===== config.mk =====
export PLATFORM = sky130hd
export DESIGN_NAME = specMemArbiter
export DESIGN_NICKNAME = d
export VERILOG_FILES = /design/src/rtl/memArbPkg.sv /design/src/rtl/memArbDatapath.sv /design/src/rtl/memArbControl.sv /design/src/rtl/specMemArbiter.sv
export SDC_FILE = /design/constraint.sdc
export NUM_CORES = 1
export LEC_CHECK = 0
export ABC_AREA = 1
export BUFFER_PORTS_ARGS = -buffer_cell sky130_fd_sc_hd__buf_2
export CAP_MARGIN = 15
export CORE_MARGIN = 2
export CORE_UTILIZATION = 42
export CTS_CLUSTER_DIAMETER = 50
export DETAILED_ROUTE_END_ITERATION = 7
export PLACE_DENSITY = 0.76
export RECOVER_POWER = 50
export SYNTH_ARGS = -nofsm -noshare
export SYNTH_HDL_FRONTEND = slang
export SYNTH_HIERARCHICAL = 1
export SYNTH_SLANG_ARGS = --single-unit

===== constraint.sdc =====
create_clock -name clk -period 1.6 [get_ports clk]
set_input_delay 0.32 -clock clk [delete_from_list [all_inputs] [get_ports clk]]
set_output_delay 0.32 -clock clk [all_outputs]
set_load 0.02 [all_outputs]

===== src/rtl/memArbPkg.sv =====
package memArbPkg;

  typedef enum logic [1:0] {
    CK_IDLE    = 2'd0,
    CK_SLAVE   = 2'd1,
    CK_REFRESH = 2'd2,
    CK_CPU     = 2'd3
  } cycKind_t;

  typedef enum logic [1:0] {
    LK_NONE = 2'd0,
    LK_WAIT = 2'd1,
    LK_HELD = 2'd2
  } lockSt_t;

  // strobes from control to datapath
  typedef struct packed {
    logic     launch;
    cycKind_t launchKind;
    logic     commit;
    logic     kill;
  } ctlStrobes_t;

  // status from datapath to control
  typedef struct packed {
    cycKind_t kind;
    logic     committed;
    logic     unlockSeen;
    logic     atIdleEnd;
    logic     atCheck;
    logic     atMemEnd;
  } dpStatus_t;

endpackage


===== src/rtl/memArbDatapath.sv =====
module memArbDatapath
  import memArbPkg::*;
#(
  parameter int PH_PER_MICRO = 4,
  parameter int MEM_MICROS   = 2,
  parameter int CHECK_PHASE  = 3
) (
  input  logic        clk,
  input  logic        rstN,
  input  logic        cpuUnlock,
  input  ctlStrobes_t strobes,
  output dpStatus_t   status,
  output logic        grantSlave,
  output logic        grantRefresh,
  output logic        grantCpu,
  output logic        seqEnable,
  output logic        seqKill,
  output logic        dramGo,
  output logic        doneSlave,
  output logic        doneRefresh,
  output logic        doneCpu
);

  localparam int MEM_LEN = PH_PER_MICRO * MEM_MICROS;
  localparam int CNT_W   = (MEM_LEN > 2) ? $clog2(MEM_LEN) : 1;
  localparam logic [CNT_W-1:0] IDLE_LAST = CNT_W'(PH_PER_MICRO - 1);
  localparam logic [CNT_W-1:0] MEM_LAST  = CNT_W'(MEM_LEN - 1);
  localparam logic [CNT_W-1:0] CHECK_AT  = CNT_W'(CHECK_PHASE);

  logic [CNT_W-1:0] phaseCnt;
  cycKind_t         curKind;
  logic             committed;
  logic             unlockSeen;

  always_ff @(posedge clk) begin
    if (!rstN) begin
      phaseCnt   <= '0;
      curKind    <= CK_IDLE;
      committed  <= 1'b0;
      unlockSeen <= 1'b0;
    end else if (strobes.launch) begin
      phaseCnt   <= '0;
      curKind    <= strobes.launchKind;
      committed  <= (strobes.launchKind == CK_SLAVE) ||
                    (strobes.launchKind == CK_REFRESH);
      unlockSeen <= 1'b0;
    end else begin
      phaseCnt <= phaseCnt + 1'b1;
      if (strobes.commit) begin
        committed  <= 1'b1;
        unlockSeen <= cpuUnlock;
      end
    end
  end

  always_comb begin
    status.kind       = curKind;
    status.committed  = committed;
    status.unlockSeen = unlockSeen;
    status.atIdleEnd  = (curKind == CK_IDLE) && (phaseCnt == IDLE_LAST);
    status.atCheck    = (curKind == CK_CPU) && !committed && (phaseCnt == CHECK_AT);
    status.atMemEnd   = committed && (phaseCnt == MEM_LAST);
  end

  always_comb begin
    grantSlave   = (curKind == CK_SLAVE);
    grantRefresh = (curKind == CK_REFRESH);
    grantCpu     = (curKind == CK_CPU);
    seqEnable    = (curKind != CK_IDLE);
    seqKill      = strobes.kill;
    dramGo       = committed;
    doneSlave    = status.atMemEnd && (curKind == CK_SLAVE);
    doneRefresh  = status.atMemEnd && (curKind == CK_REFRESH);
    doneCpu      = status.atMemEnd && (curKind == CK_CPU);
  end

  AST_DONE_SINGLE: assert property (@(posedge clk) disable iff (!rstN)
    (doneSlave || doneRefresh || doneCpu) |=> !(doneSlave || doneRefresh || doneCpu));

  AST_SPEC_NO_DRAM: assert property (@(posedge clk) disable iff (!rstN)
    $rose(grantCpu) |-> !dramGo);

endmodule


===== src/rtl/memArbControl.sv =====
module memArbControl
  import memArbPkg::*;
(
  input  logic        clk,
  input  logic        rstN,
  input  logic        slaveReq,
  input  logic        refreshReq,
  input  logic        cpuAddrStrobe,
  input  logic        cpuLockReq,
  input  logic        busMasterAck,
  input  dpStatus_t   status,
  output ctlStrobes_t strobes,
  output logic        cpuStall,
  output logic        busHoldReq
);

  lockSt_t  lockState;
  lockSt_t  nextLock;
  lockSt_t  lockAfter;
  cycKind_t decision;
  logic     pollNow;
  logic     unlockDone;

  always_comb begin
    strobes.commit = status.atCheck && cpuAddrStrobe;
    strobes.kill   = status.atCheck && !cpuAddrStrobe;
    pollNow        = status.atIdleEnd || strobes.kill || status.atMemEnd;
    unlockDone     = (lockState == LK_HELD) && status.atMemEnd && status.committed &&
                     (status.kind == CK_CPU) && status.unlockSeen;
  end

  always_comb begin
    lockAfter = unlockDone ? LK_NONE : lockState;
    nextLock  = lockAfter;
    decision  = CK_IDLE;
    if (slaveReq) begin
      decision = CK_SLAVE;
    end else begin
      if ((lockAfter == LK_NONE) && cpuLockReq) nextLock = LK_WAIT;
      if (refreshReq) begin
        decision = CK_REFRESH;
      end else if (nextLock == LK_WAIT) begin
        if (busMasterAck) begin
          nextLock = LK_HELD;
          decision = CK_CPU;
        end
      end else begin
        decision = CK_CPU;
      end
    end
    strobes.launch     = pollNow;
    strobes.launchKind = decision;
  end

  always_ff @(posedge clk) begin
    if (!rstN) lockState <= LK_NONE;
    else if (pollNow) lockState <= nextLock;
  end

  assign cpuStall   = (lockState == LK_WAIT);
  assign busHoldReq = (lockState != LK_NONE);

  AST_SLAVE_FIRST: assert property (@(posedge clk) disable iff (!rstN)
    (pollNow && slaveReq) |=> (status.kind == CK_SLAVE));

  AST_STALL_NO_CPU: assert property (@(posedge clk) disable iff (!rstN)
    cpuStall |-> (status.kind != CK_CPU));

  AST_HOLD_TILL_UNLOCK: assert property (@(posedge clk) disable iff (!rstN)
    $fell(busHoldReq) |-> $past(status.atMemEnd && (status.kind == CK_CPU) && status.unlockSeen));

endmodule


===== src/rtl/specMemArbiter.sv =====
module specMemArbiter
  import memArbPkg::*;
#(
  parameter int PH_PER_MICRO = 4,
  parameter int MEM_MICROS   = 2,
  parameter int CHECK_PHASE  = 3
) (
  input  logic clk,
  input  logic rstN,
  input  logic slaveReq,
  input  logic refreshReq,
  input  logic cpuAddrStrobe,
  input  logic cpuUnlock,
  input  logic cpuLockReq,
  input  logic busMasterAck,
  output logic grantSlave,
  output logic grantRefresh,
  output logic grantCpu,
  output logic seqEnable,
  output logic seqKill,
  output logic dramGo,
  output logic doneSlave,
  output logic doneRefresh,
  output logic doneCpu,
  output logic cpuStall,
  output logic busHoldReq
);

  ctlStrobes_t strobes;
  dpStatus_t   status;

  memArbControl u_ctl (
    .clk           (clk),
    .rstN          (rstN),
    .slaveReq      (slaveReq),
    .refreshReq    (refreshReq),
    .cpuAddrStrobe (cpuAddrStrobe),
    .cpuLockReq    (cpuLockReq),
    .busMasterAck  (busMasterAck),
    .status        (status),
    .strobes       (strobes),
    .cpuStall      (cpuStall),
    .busHoldReq    (busHoldReq)
  );

  memArbDatapath #(
    .PH_PER_MICRO (PH_PER_MICRO),
    .MEM_MICROS   (MEM_MICROS),
    .CHECK_PHASE  (CHECK_PHASE)
  ) u_dp (
    .clk          (clk),
    .rstN         (rstN),
    .cpuUnlock    (cpuUnlock),
    .strobes      (strobes),
    .status       (status),
    .grantSlave   (grantSlave),
    .grantRefresh (grantRefresh),
    .grantCpu     (grantCpu),
    .seqEnable    (seqEnable),
    .seqKill      (seqKill),
    .dramGo       (dramGo),
    .doneSlave    (doneSlave),
    .doneRefresh  (doneRefresh),
    .doneCpu      (doneCpu)
  );

  AST_STROBE_COMMIT: assert property (@(posedge clk) disable iff (!rstN)
    ($rose(dramGo) && grantCpu) |-> $past(cpuAddrStrobe));

endmodule


==> out/qor.csv, run 1 <==
metric,value,unit
fin nets,130,
nature of the critical path endpoint,register,
reg2reg start,u_dp/phaseCnt[0]$_SDFF_PP0_,
Mapped Cells,93,
post-synth top area share,0.311,
post-route ant nets,0,
cell total after placement,124,
"Clk Latency, worst-skew pair",0.27,ns
Core ar.,1300,µm²
CP required,1.81,ns
CTS max path bufs,2,
CP Max Fanout,3,
Synth Area per Inst,6.23,µm²
fmax,0.573,GHz
Hold Crit Depth,3,
Mapped Area,579,µm²
reg2reg end,u_ctl/lockState[1]$_SDFFE_PN0P_,
Hold Slack,0.313,ns
clk slew on worst S/H paths,0.06,ns
Yosys reg bits,9,
class of the most critical setup path,reg -> reg,
Synth area leaders,"dfxtp_1 31%, nand2_1 14%, inv_1 12%, nor2_1 9.1%, ha_1 6.5%",
clk root buf,clkbuf_4,
hold_buf cts,0,
largest net degree at the start of global routing,7,
fin util,0.694,
final critical-path share of the clock period,1.09,
"area leader, netlist",dfxtp_1,
CTS tree,yes,
Final Routed Wirelength,1510,µm
pre-CTS setup slack,-0.181,ns
Post-DP HPWL,1030,µm
Max H-tree Level,1,
status,"complete, but fails checks",
total chip power,0.573,mW
First-pass DRT Iterations,4,
normalized max-slew margin,0.843,
Fin. Hold Viols,0,
worst slew pin tran,0.235,ns
Port-buffer cells,18,
FILL cells,113,
Setup crit end,u_ctl/lockState[1]$_SDFFE_PN0P_,
Total Routing Usage GR,0.209,
final instance area,903,µm²
IO Pins,19,
placed cell area,688,µm²
net count after synthesis,104,
layout cells sized above 1,0.525,
initial DRC count,16,
Final min period,1.75,ns
skew final,0.00331,ns
Via density,4.83,
grt ovf,0,
CP startpoint kind,register,
R2R depth,15,
CP Launch Point,u_dp/phaseCnt[0]$_SDFF_PP0_,
mean routed wirelength per cell,11.4,µm
die area,1690,µm²
DRC violations left,0,
max_cap viols,0,
CTS sink count,9,
# setup viols final,9,
synth unique cells,18,
RSZ-0062 raised after global routing,true,
failing checks,negative setup slack,
initial antenna violation count,0,
min-delay worst type,in -> reg,
setup TNS,-0.742,ns
vias in the first global route,558,
first-pass GRT wire length,2230,µm
chip width,41.1,µm
Max Slew Vio Count,0,
sequential-to-total area share from yosys stat,0.311,
num rows,13,
Final WS setup,-0.146,ns
TritonCTS buffer count,3,
synth-to-layout area growth,55.9,%
power density cells,634,nW/µm²
GPL Wtd Cong,0.815,
reg2reg setup slack,-0.15,ns
Peak supply drop,0.000563,V
DR vias,642,
Worst EP arrival,1.95,ns
die height,41.1,µm
filler-free cell count of the finished design,133,
initial core utilization,0.445,
Leak Pwr,0.466,nW
Synth warnings,6,
antenna fix cells,0,
## metal layers
layer | global-route usage | part of all wire | up-vias | routed length, µm
met5 | 0 | 0 | - | 0
met4 | 0.0968 | 0.023 | 0 | 35
met3 | 0.0978 | 0.040 | 4 | 61
met2 | 0.348 | 0.55 | 15 | 836
met1 | 0.222 | 0.38 | 290 | 581
li1 | - | - | 333 | -
## what timing repair did
item,CTS,global route
endpoints found under the setup margin,13,13
gates resized for setup,20,23
buffers inserted,4,2
pin swaps,5,11
gates cloned,0,0
## placed cells by master, fill, tap and decap left out, types with 4 or more instances in the layout
cell type / n
nand2_1: 15
buf_2: 14
inv_1: 14
nor2_1: 10
buf_4: 6
buf_6: 5
dfxtp_2: 5
nor2_4: 4
nand2_2: 4
inv_2: 4
a21oi_1: 4
dfxtp_1: 4
## kinds of logic after synthesis
logic type,share of synthesized area
and+or+nand+nor,0.330
buffers and inverters,0.181
AOI/OAI and AO/OA,0.112
DFF,0.311
adders and majority gates,0.0648
## state kept, by name (all words and copies together), names as in the netlist
name	flops
u_ctl/lockState	2
u_dp/unlockSeen	1
u_dp/dramGo	1
u_dp/curKind	2
u_dp/phaseCnt	3
## synth_stat cells (all sizes together)
master / count
inv: 20
nor3: 4
a21oi: 6
o2111ai: 1
o211ai: 1
and3: 1
nand2: 22
o21ai: 3
dfxtp: 9
nand3: 1
or2: 2
nor2: 16
buf: 4
ha: 3
## power breakdown
part	switching [mW]	total, mW	internal [mW]
Combinational	0.0758	0.131	0.0555
Clock	0.0882	0.181	0.0927
Sequential	0.0190	0.261	0.242
## worst max-delay path, cell delays in order, from the launching register on
cell     delay [ns]
dfxtp_2        0.35
ha_4           0.16
ha_4           0.14
nand2_4        0.06
inv_4          0.07
nand2_4        0.05
nor2_4         0.10
nand2_2        0.08
nand2_4        0.08
buf_4          0.12
buf_6          0.09
buf_4          0.09
nand2_2        0.04
nand2_2        0.05
nand2_1        0.05
a21oi_1        0.13
## cell type report
cell class	instances	area (µm²)	area share
Clock buffer	3	22.5	0.0249
Clock inverter	1	5.00	0.00554
Inverter	20	80.1	0.0886
Multi-Input combinational cell	60	419	0.464
Sequential cell	9	186	0.206
Tap cell	15	18.8	0.0208
Timing Repair Buffer	25	171	0.190
## worst min-delay path by stage
| stage | startpoint | to | slack [ns] |
|---|---|---|---|
| global placement | u_dp/phaseCnt[0]$_SDFF_PP0_ | u_dp/phaseCnt[0]$_SDFF_PP0_ | 0.41 |
| floorplan | u_dp/phaseCnt[0]$_SDFF_PP0_ | u_dp/phaseCnt[0]$_SDFF_PP0_ | 0.40 |
| finish | cpuUnlock | u_dp/unlockSeen$_SDFFE_PP0P_ | 0.31 |
| CTS | cpuUnlock | u_dp/unlockSeen$_SDFFE_PP0P_ | 0.31 |
| global route | cpuUnlock | u_dp/unlockSeen$_SDFFE_PP0P_ | 0.30 |
| detailed placement | u_dp/phaseCnt[0]$_SDFF_PP0_ | u_dp/phaseCnt[0]$_SDFF_PP0_ | 0.42 |
Note: power is estimated with default switching activity, not from simulation.
==> inputs of run 2 (changes only) <==
--- a/config.mk
+++ b/config.mk
@@ -7,3 +7,2 @@
 export LEC_CHECK = 0
-export ABC_AREA = 1
 export BUFFER_PORTS_ARGS = -buffer_cell sky130_fd_sc_hd__buf_2
@@ -11,6 +10,6 @@
 export CORE_MARGIN = 2
-export CORE_UTILIZATION = 42
+export CORE_UTILIZATION = 41
 export CTS_CLUSTER_DIAMETER = 50
 export DETAILED_ROUTE_END_ITERATION = 7
-export PLACE_DENSITY = 0.76
+export PLACE_DENSITY = 0.75
 export RECOVER_POWER = 50
@@ -20 +19,2 @@
 export SYNTH_SLANG_ARGS = --single-unit
+export TNS_END_PERCENT = 100
--- a/constraint.sdc
+++ b/constraint.sdc
@@ -3,2 +3,2 @@
 set_output_delay 0.32 -clock clk [all_outputs]
-set_load 0.02 [all_outputs]
+set_load 0.05 [all_outputs]
==> out/qor.csv, run 2 <==
metric,value,unit,change
initial core utilization,0.424,,-0.0211
Final WS setup,-0.269,ns,-0.123 ns
ys flop type,dfxtp_1,,
sequential-to-total area share from yosys stat,0.335,,+0.0239
Reg with most FFs,u_dp/phaseCnt,,
total chip power,0.564,mW,-1.5%
CP required,1.73,ns,-0.08 ns
Setup crit end,u_dp/dramGo$_SDFFE_PN0P_,,
Slowest cell on crit path,dfxtp_2,,
reg2reg end,u_dp/dramGo$_SDFFE_PN0P_,,
largest net degree at the start of global routing,7,,unchanged
Max H-tree Level,1,,unchanged
Synth warnings,6,,unchanged
first-pass GRT wire length,2080,µm,-6.5%
reg2reg start,u_dp/phaseCnt[0]$_SDFF_PP0_,,
# setup viols final,8,,-1
Hold Slack,0.302,ns,-0.0107 ns
CP Launch Point,u_dp/phaseCnt[0]$_SDFF_PP0_,,
FILL cells,103,,-8.8%
chip width,40.2,µm,-2.2%
die height,40.2,µm,-2.2%
skew final,0.00743,ns,+0.00412 ns
mux cell area share after synthesis,0.0558,,+0.0558
Total Routing Usage GR,0.199,,-0.0101
normalized max-slew margin,0.794,,-0.0495
R2R depth,10,,-5
Yosys reg bits,9,,unchanged
layout cells sized above 1,0.578,,+0.0524
Max Slew Vio Count,0,,unchanged
post-route ant nets,0,,unchanged
Final Routed Wirelength,1420,µm,-6.3%
initial antenna violation count,0,,unchanged
GPL Wtd Cong,0.706,,-13%
met2 wire length,762,µm,-8.9%
min-delay worst type,in -> reg,,
most frequent cells in the layout,"13 x buf_2, 7 x nor2_1, 7 x buf_4, 6 x dfxtp_1, 5 x inv_1",,
number of flops mapped to enable cells by yosys,0,,unchanged
Post-Synth XOR/XNOR Area,0.0163,,+0.0163
CP startpoint kind,register,,
CP Max Fanout,2,,-1
CTS max path bufs,2,,unchanged
Post-DP HPWL,857,µm,-17%
fmax,0.535,GHz,-6.6%
First-pass DRT Iterations,5,,+1
Fin. Hold Viols,0,,unchanged
net count after synthesis,75,,-28%
Port-buffer cells,18,,unchanged
CTS sink count,9,,unchanged
main combinational cell family by area after synthesis,simple AND/OR/NAND/NOR gates,,
family with the most delay on the worst path,compound AO/OA/AOI/OAI gates,,
clk root buf,clkbuf_4,,
die area,1620,µm²,-4.4%
cell with the most instances after synthesis,dfxtp_1,,
vias in the first global route,519,,-7.0%
Core ar.,1270,µm²,-2.5%
Via density,5.05,,+4.6%
CP Cell Sequence,ha_4 > ha_4 > nand2_4 > inv_2 > nand4_1 > o31a_1 > nor3_2 > o21bai_1 > xnor2_1 > a21oi_1,,
final critical-path share of the clock period,1.17,,+0.0769
CP max stage delay,0.35,ns,about the same
status,"complete, but fails checks",,
Synth async-reset ratio,0,,unchanged
grt ovf,0,,unchanged
DRC violations left,0,,unchanged
worst slew pin tran,0.309,ns,+0.0739 ns
Mapped Area,538,µm²,-7.1%
TritonCTS buffer count,3,,unchanged
failing checks,negative setup slack,,
synth unique cells,24,,+6
top sig layer,met4,,
clk slew on worst S/H paths,0.07,ns,about the same
max_cap viols,0,,unchanged
"top cells by count, synth","9 x dfxtp_1, 8 x inv_1, 8 x nor2_1",,
biggest regs,"u_dp/phaseCnt x3, u_ctl/lockState x2, u_dp/curKind x2",,
mean routed wirelength per cell,13.5,µm,+19%
Leak Pwr,0.390,nW,-16%
"commonest non-fill, non-tap cell in the layout",buf_2,,
nature of the critical path endpoint,register,,
metal3 WL,61,µm,unchanged
reg2reg setup slack,-0.27,ns,-0.12 ns
fin nets,102,,-22%
synth-to-layout area growth,58.4,%,
cell mode on critical path,ha_4,,
num rows,13,,unchanged
Compound-Gate Fraction of Synth Area,0.112,,-0.000683
Post-Synth Simple-Gate Area,0.300,,-0.0305
Synth Area per Inst,8.41,µm²,+35%
number of cells on the critical path,10,,-5
met1 WL,577,µm,-0.69%
antenna fix cells,0,,unchanged
"area leader, netlist",dfxtp_1,,
IO Pins,19,,unchanged
Largest register FFs,3,,unchanged
Synth Area in Adders,0.0698,,+0.00497
initial DRC count,12,,-4
post-synth top area share,0.335,,+0.0239
power density cells,662,nW/µm²,+4.5%
Final min period,1.87,ns,+0.123 ns
Mapped Cells,64,,-31%
CTS tree,yes,,
Worst EP arrival,2.00,ns,+0.05 ns
DR vias,530,,-17%
Synth area leaders,"dfxtp_1 33%, ha_1 7.0%, nor2b_1 7.0%, mux2i_1 5.6%, buf_4 5.6%",,
RSZ-0062 raised after global routing,true,,
class of the most critical setup path,reg -> reg,,
"Buf+Inv Stages, Crit Path",1,,-3
"Clk Latency, worst-skew pair",0.26,ns,about the same
Peak supply drop,0.000556,V,-1.3%
-- run 2: cell types whose count changed in the layout (fill, tap and decap cells not counted), sizes merged, moves of 2 or more --
cell | previous run | this run
o21ai | 3 | 0
o31ai | 0 | 2
a21oi | 6 | 2
mux2i | 0 | 3
nor2 | 16 | 8
nor2b | 0 | 8
clkbuf | 3 | 5
inv | 20 | 8
nand2 | 22 | 2
-- run 2: through the flow --
| step | setup WS, ns | cells | setup TNS, ns | util | instance area, µm² |
|---|---|---|---|---|---|
| 4_1_cts | -0.202 | 105 | -1.51 | 0.644 | 817 |
| 6_report | -0.269 | 105 | -1.58 | 0.672 | 852 |
| 5_1_grt | -0.340 | 105 | -2.46 | 0.672 | 852 |
| 3_5_place_dp | -0.234 | 100 | -1.18 | 0.565 | 717 |
| 3_3_place_gp | -0.191 | 100 | -1.03 | 0.565 | 717 |
| 2_1_floorplan | -0.187 | 64 | -1.18 | - | 586 |
-- run 2: repair_timing --
item,4_1_cts,5_1_grt
pin swaps,3,2
endpoints found under the setup margin,12,14
endpoints found under the hold margin,0,0
resized for setup,17,11
setup buffers,1,1
hold buffers,0,0
-- run 2: worst min path at each step --
stage / start / endpoint / cells past startpoint
floorplan: u_dp/phaseCnt[0]$_SDFF_PP0_ / u_dp/phaseCnt[0]$_SDFF_PP0_ / 1
global route: cpuUnlock / u_dp/unlockSeen$_SDFFE_PP0P_ / 3
CTS: cpuUnlock / u_dp/unlockSeen$_SDFFE_PP0P_ / 3
global placement: u_dp/phaseCnt[0]$_SDFF_PP0_ / u_dp/phaseCnt[0]$_SDFF_PP0_ / 1
finish: cpuUnlock / u_dp/unlockSeen$_SDFFE_PP0P_ / 3
detailed placement: u_dp/phaseCnt[0]$_SDFF_PP0_ / u_dp/phaseCnt[0]$_SDFF_PP0_ / 1
-- run 2: cells by family (layout without fill, tap and decap cells) --
kind of cell / after synthesis / count (layout)
flip-flops: 9 / 9
XOR/XNOR: 1 / 1
AO/OA/AOI/OAI: 8 / 8
multiplexers: 3 / 3
adder cells (fa/ha/maj): 3 / 3
buffers and inverters: 12 / 38
AND/OR/NAND/NOR: 28 / 28
-- run 2: layout make-up --
class                      instances  area (µm²)  area share
clock buffer                       4        26.3      0.0308
inverter                           8        30.0      0.0352
multi-input combinational         43         400       0.470
sequential                         9         184       0.216
tap                               15        18.8      0.0220
timing repair buffer              26         193       0.226
-- run 2: worst register-to-register path, cell delays in order (launching register included) --
cell and delay, ns:
dfxtp_2 0.35, ha_4 0.15, ha_4 0.13, nand2_4 0.05, inv_2 0.06, nand4_1 0.09, o31a_1 0.28, nor3_2 0.21
o21bai_1 0.13, xnor2_1 0.19, a21oi_1 0.09
-- run 2: where the power goes --
group | internal, mW | switching (mW) | total (mW)
clock network | 0.0960 | 0.0808 | 0.177
registers | 0.240 | 0.0164 | 0.257
logic | 0.0527 | 0.0784 | 0.131
-- run 2: layer usage --
layer	vias to the layer above	global-route usage
met3	4	0.0556
met2	19	0.363
met4	0	0.100
li1	264	-
met1	243	0.205
met5	-	0
==> inputs of run 3 (changes only) <==
==> constraint.sdc (replaced) <==
create_clock -name clk -period 1.6 [get_ports clk]
set_input_delay 0.08 -clock clk [delete_from_list [all_inputs] [get_ports clk]]
set_output_delay 0.08 -clock clk [all_outputs]
set_load 0.05 [all_outputs]
==> out/qor.csv, run 3 (synthesis results as in run 2) <==
metric,value,unit,change
Max Slew Vio Count,0,,unchanged
biggest regs,"u_dp/phaseCnt x3, u_ctl/lockState x2, u_dp/curKind x2",,
Core ar.,1270,µm²,unchanged
Total Routing Usage GR,0.177,,-0.0217
synth-to-layout area growth,50.2,%,
sequential share of power,0.458,,+0.003
Final min period,1.81,ns,-0.0604 ns
Via density,5.03,,-0.37%
Final Routed Wirelength,1240,µm,-13%
normalized max-slew margin,0.607,,-0.187
Largest register FFs,3,,unchanged
"Clk Latency, worst-skew pair",0.27,ns,about the same
Post-DP HPWL,887,µm,+3.5%
reg2reg setup slack,-0.21,ns,+0.06 ns
initial antenna violation count,0,,unchanged
reg2reg end,u_dp/dramGo$_SDFFE_PN0P_,,
First-pass DRT Iterations,6,,+1
DRC violations left,0,,unchanged
Port-buffer cells,18,,unchanged
worst slew pin tran,0.592,ns,+0.283 ns
Reg with most FFs,u_dp/phaseCnt,,
reg2reg start,u_dp/phaseCnt[0]$_SDFF_PP0_,,
Clk pwr share,0.322,,+0.009
CTS tree,yes,,
CP Max Fanout,2,,unchanged
CP Launch Point,u_dp/phaseCnt[0]$_SDFF_PP0_,,
clk root buf,clkbuf_4,,
switching pwr,0.178,mW,+1.3%
min-delay worst type,in -> reg,,
nature of the critical path endpoint,register,,
combinational share of power,0.220,,-0.012
DR vias,518,,-2.3%
power density cells,694,nW/µm²,+4.7%
failing checks,negative setup slack,,
first-pass GRT wire length,1790,µm,-14%
setup TNS,-0.891,ns,+0.684 ns
vias in the first global route,432,,-17%
grt ovf,0,,unchanged
CTS sink count,9,,unchanged
skew final,0.000396,ns,-0.00704 ns
Setup crit end,u_dp/dramGo$_SDFFE_PN0P_,,
TritonCTS buffer count,3,,unchanged
max_cap viols,0,,unchanged
CP startpoint kind,register,,
antenna fix cells,0,,unchanged
mean routed wirelength per cell,12.0,µm,-11%
status,"complete, but fails checks",,
RSZ-0062 raised after global routing,true,,
Internal,0.383,mW,-1.6%
most frequent cells in the layout,"10 x buf_2, 8 x nor2_1, 7 x buf_4, 6 x dfxtp_1, 5 x inv_1",,
final critical-path share of the clock period,1.13,,-0.0377
hold_buf cts,0,,unchanged
clk slew on worst S/H paths,0.06,ns,about the same
Leak Pwr,0.365,nW,-6.3%
post-route ant nets,0,,unchanged
FILL cells,115,,+12%
chip width,40.2,µm,unchanged
fin nets,100,,-2.0%
die area,1620,µm²,unchanged
Max H-tree Level,1,,unchanged
GPL Wtd Cong,0.708,,+0.27%
fmax,0.553,GHz,+3.3%
Final WS setup,-0.208,ns,+0.0604 ns
die height,40.2,µm,unchanged
initial DRC count,11,,-1
layout cells sized above 1,0.523,,-0.0551
pre-CTS setup slack,-0.196,ns,+0.0372 ns
largest net degree at the start of global routing,7,,unchanged
num rows,13,,unchanged
IO Pins,19,,unchanged
Fin. Hold Viols,0,,unchanged
class of the most critical setup path,reg -> reg,,
sw frac,0.317,,+0.00626
"commonest non-fill, non-tap cell in the layout",buf_2,,
initial core utilization,0.424,,unchanged
Peak supply drop,0.000417,V,-25%
# setup viols final,9,,+1
Worst EP arrival,1.96,ns,-0.04 ns
Hold Slack,0.0460,ns,-0.256 ns
CTS max path bufs,2,,unchanged
CP required,1.75,ns,+0.02 ns
R2R depth,10,,unchanged
-- run 3: changes by cell type in the layout (fill, tap and decap cells not counted), sizes merged --
| cell | delta |
|---|---|
| buf | -5 |
| clkbuf | +2 |
| clkinv | +1 |
-- run 3: metrics by stage --
step | total power, mW | util | cells | instance area (µm²)
floorplan | 0.346 | - | 64 | 586
global route | 0.597 | 0.637 | 103 | 808
CTS | 0.564 | 0.615 | 103 | 781
global placement | 0.369 | 0.547 | 97 | 694
detailed placement | 0.373 | 0.547 | 97 | 694
finish | 0.561 | 0.637 | 103 | 808
-- run 3: power by group through the flow --
stage,registers [mW],logic (mW),clock network (mW)
global route,0.259,0.139,0.200
CTS,0.257,0.119,0.189
global placement,0.260,0.109,0
finish,0.257,0.123,0.180
floorplan,0.265,0.0815,0
detailed placement,0.261,0.111,0
-- run 3: worst max-delay path, stage by stage, from the launching register on --
cell     delay [ns]
dfxtp_2        0.35
ha_4           0.15
ha_4           0.13
nand2_4        0.05
inv_2          0.05
nand4_1        0.10
o31a_1         0.28
nor3_2         0.20
a21oi_1        0.12
xnor2_1        0.18
a21oi_1        0.09
-- run 3: metal layers --
layer	vias to the layer above	track usage	wire length, µm
met3	0	0.0833	72
met2	17	0.327	692
met5	-	0	0
met1	245	0.176	475
met4	0	0.0500	0
li1	256	-	-
-- run 3: worst min path at each step --
stage	slack (ns)	start	endpoint	cells after the start
detailed placement	0.33	cpuUnlock	u_dp/unlockSeen$_SDFFE_PP0P_	3
global placement	0.32	cpuUnlock	u_dp/unlockSeen$_SDFFE_PP0P_	3
global route	0.06	cpuUnlock	u_dp/unlockSeen$_SDFFE_PP0P_	3
finish	0.05	cpuUnlock	u_dp/unlockSeen$_SDFFE_PP0P_	3
floorplan	0.20	rstN	u_ctl/lockState[1]$_SDFFE_PN0P_	1
CTS	0.04	cpuUnlock	u_dp/unlockSeen$_SDFFE_PP0P_	3
-- run 3: layout make-up --
cell class | instances | area (µm²) | share of cell area
tap | 15 | 18.8 | 0.0232
clock buffer | 3 | 22.5 | 0.0279
multi-input combinational | 43 | 393 | 0.486
inverter | 8 | 30.0 | 0.0372
clock inverter | 1 | 5.00 | 0.00619
timing repair buffer | 24 | 155 | 0.192
sequential | 9 | 184 | 0.228
-- run 3: repair_timing --
action / 4_1_cts / 5_1_grt
buffers inserted: 2 / 2
setup endpoints to repair: 10 / 13
gates resized for setup: 12 / 8
pin swaps: 1 / 1
cloned: 0 / 0
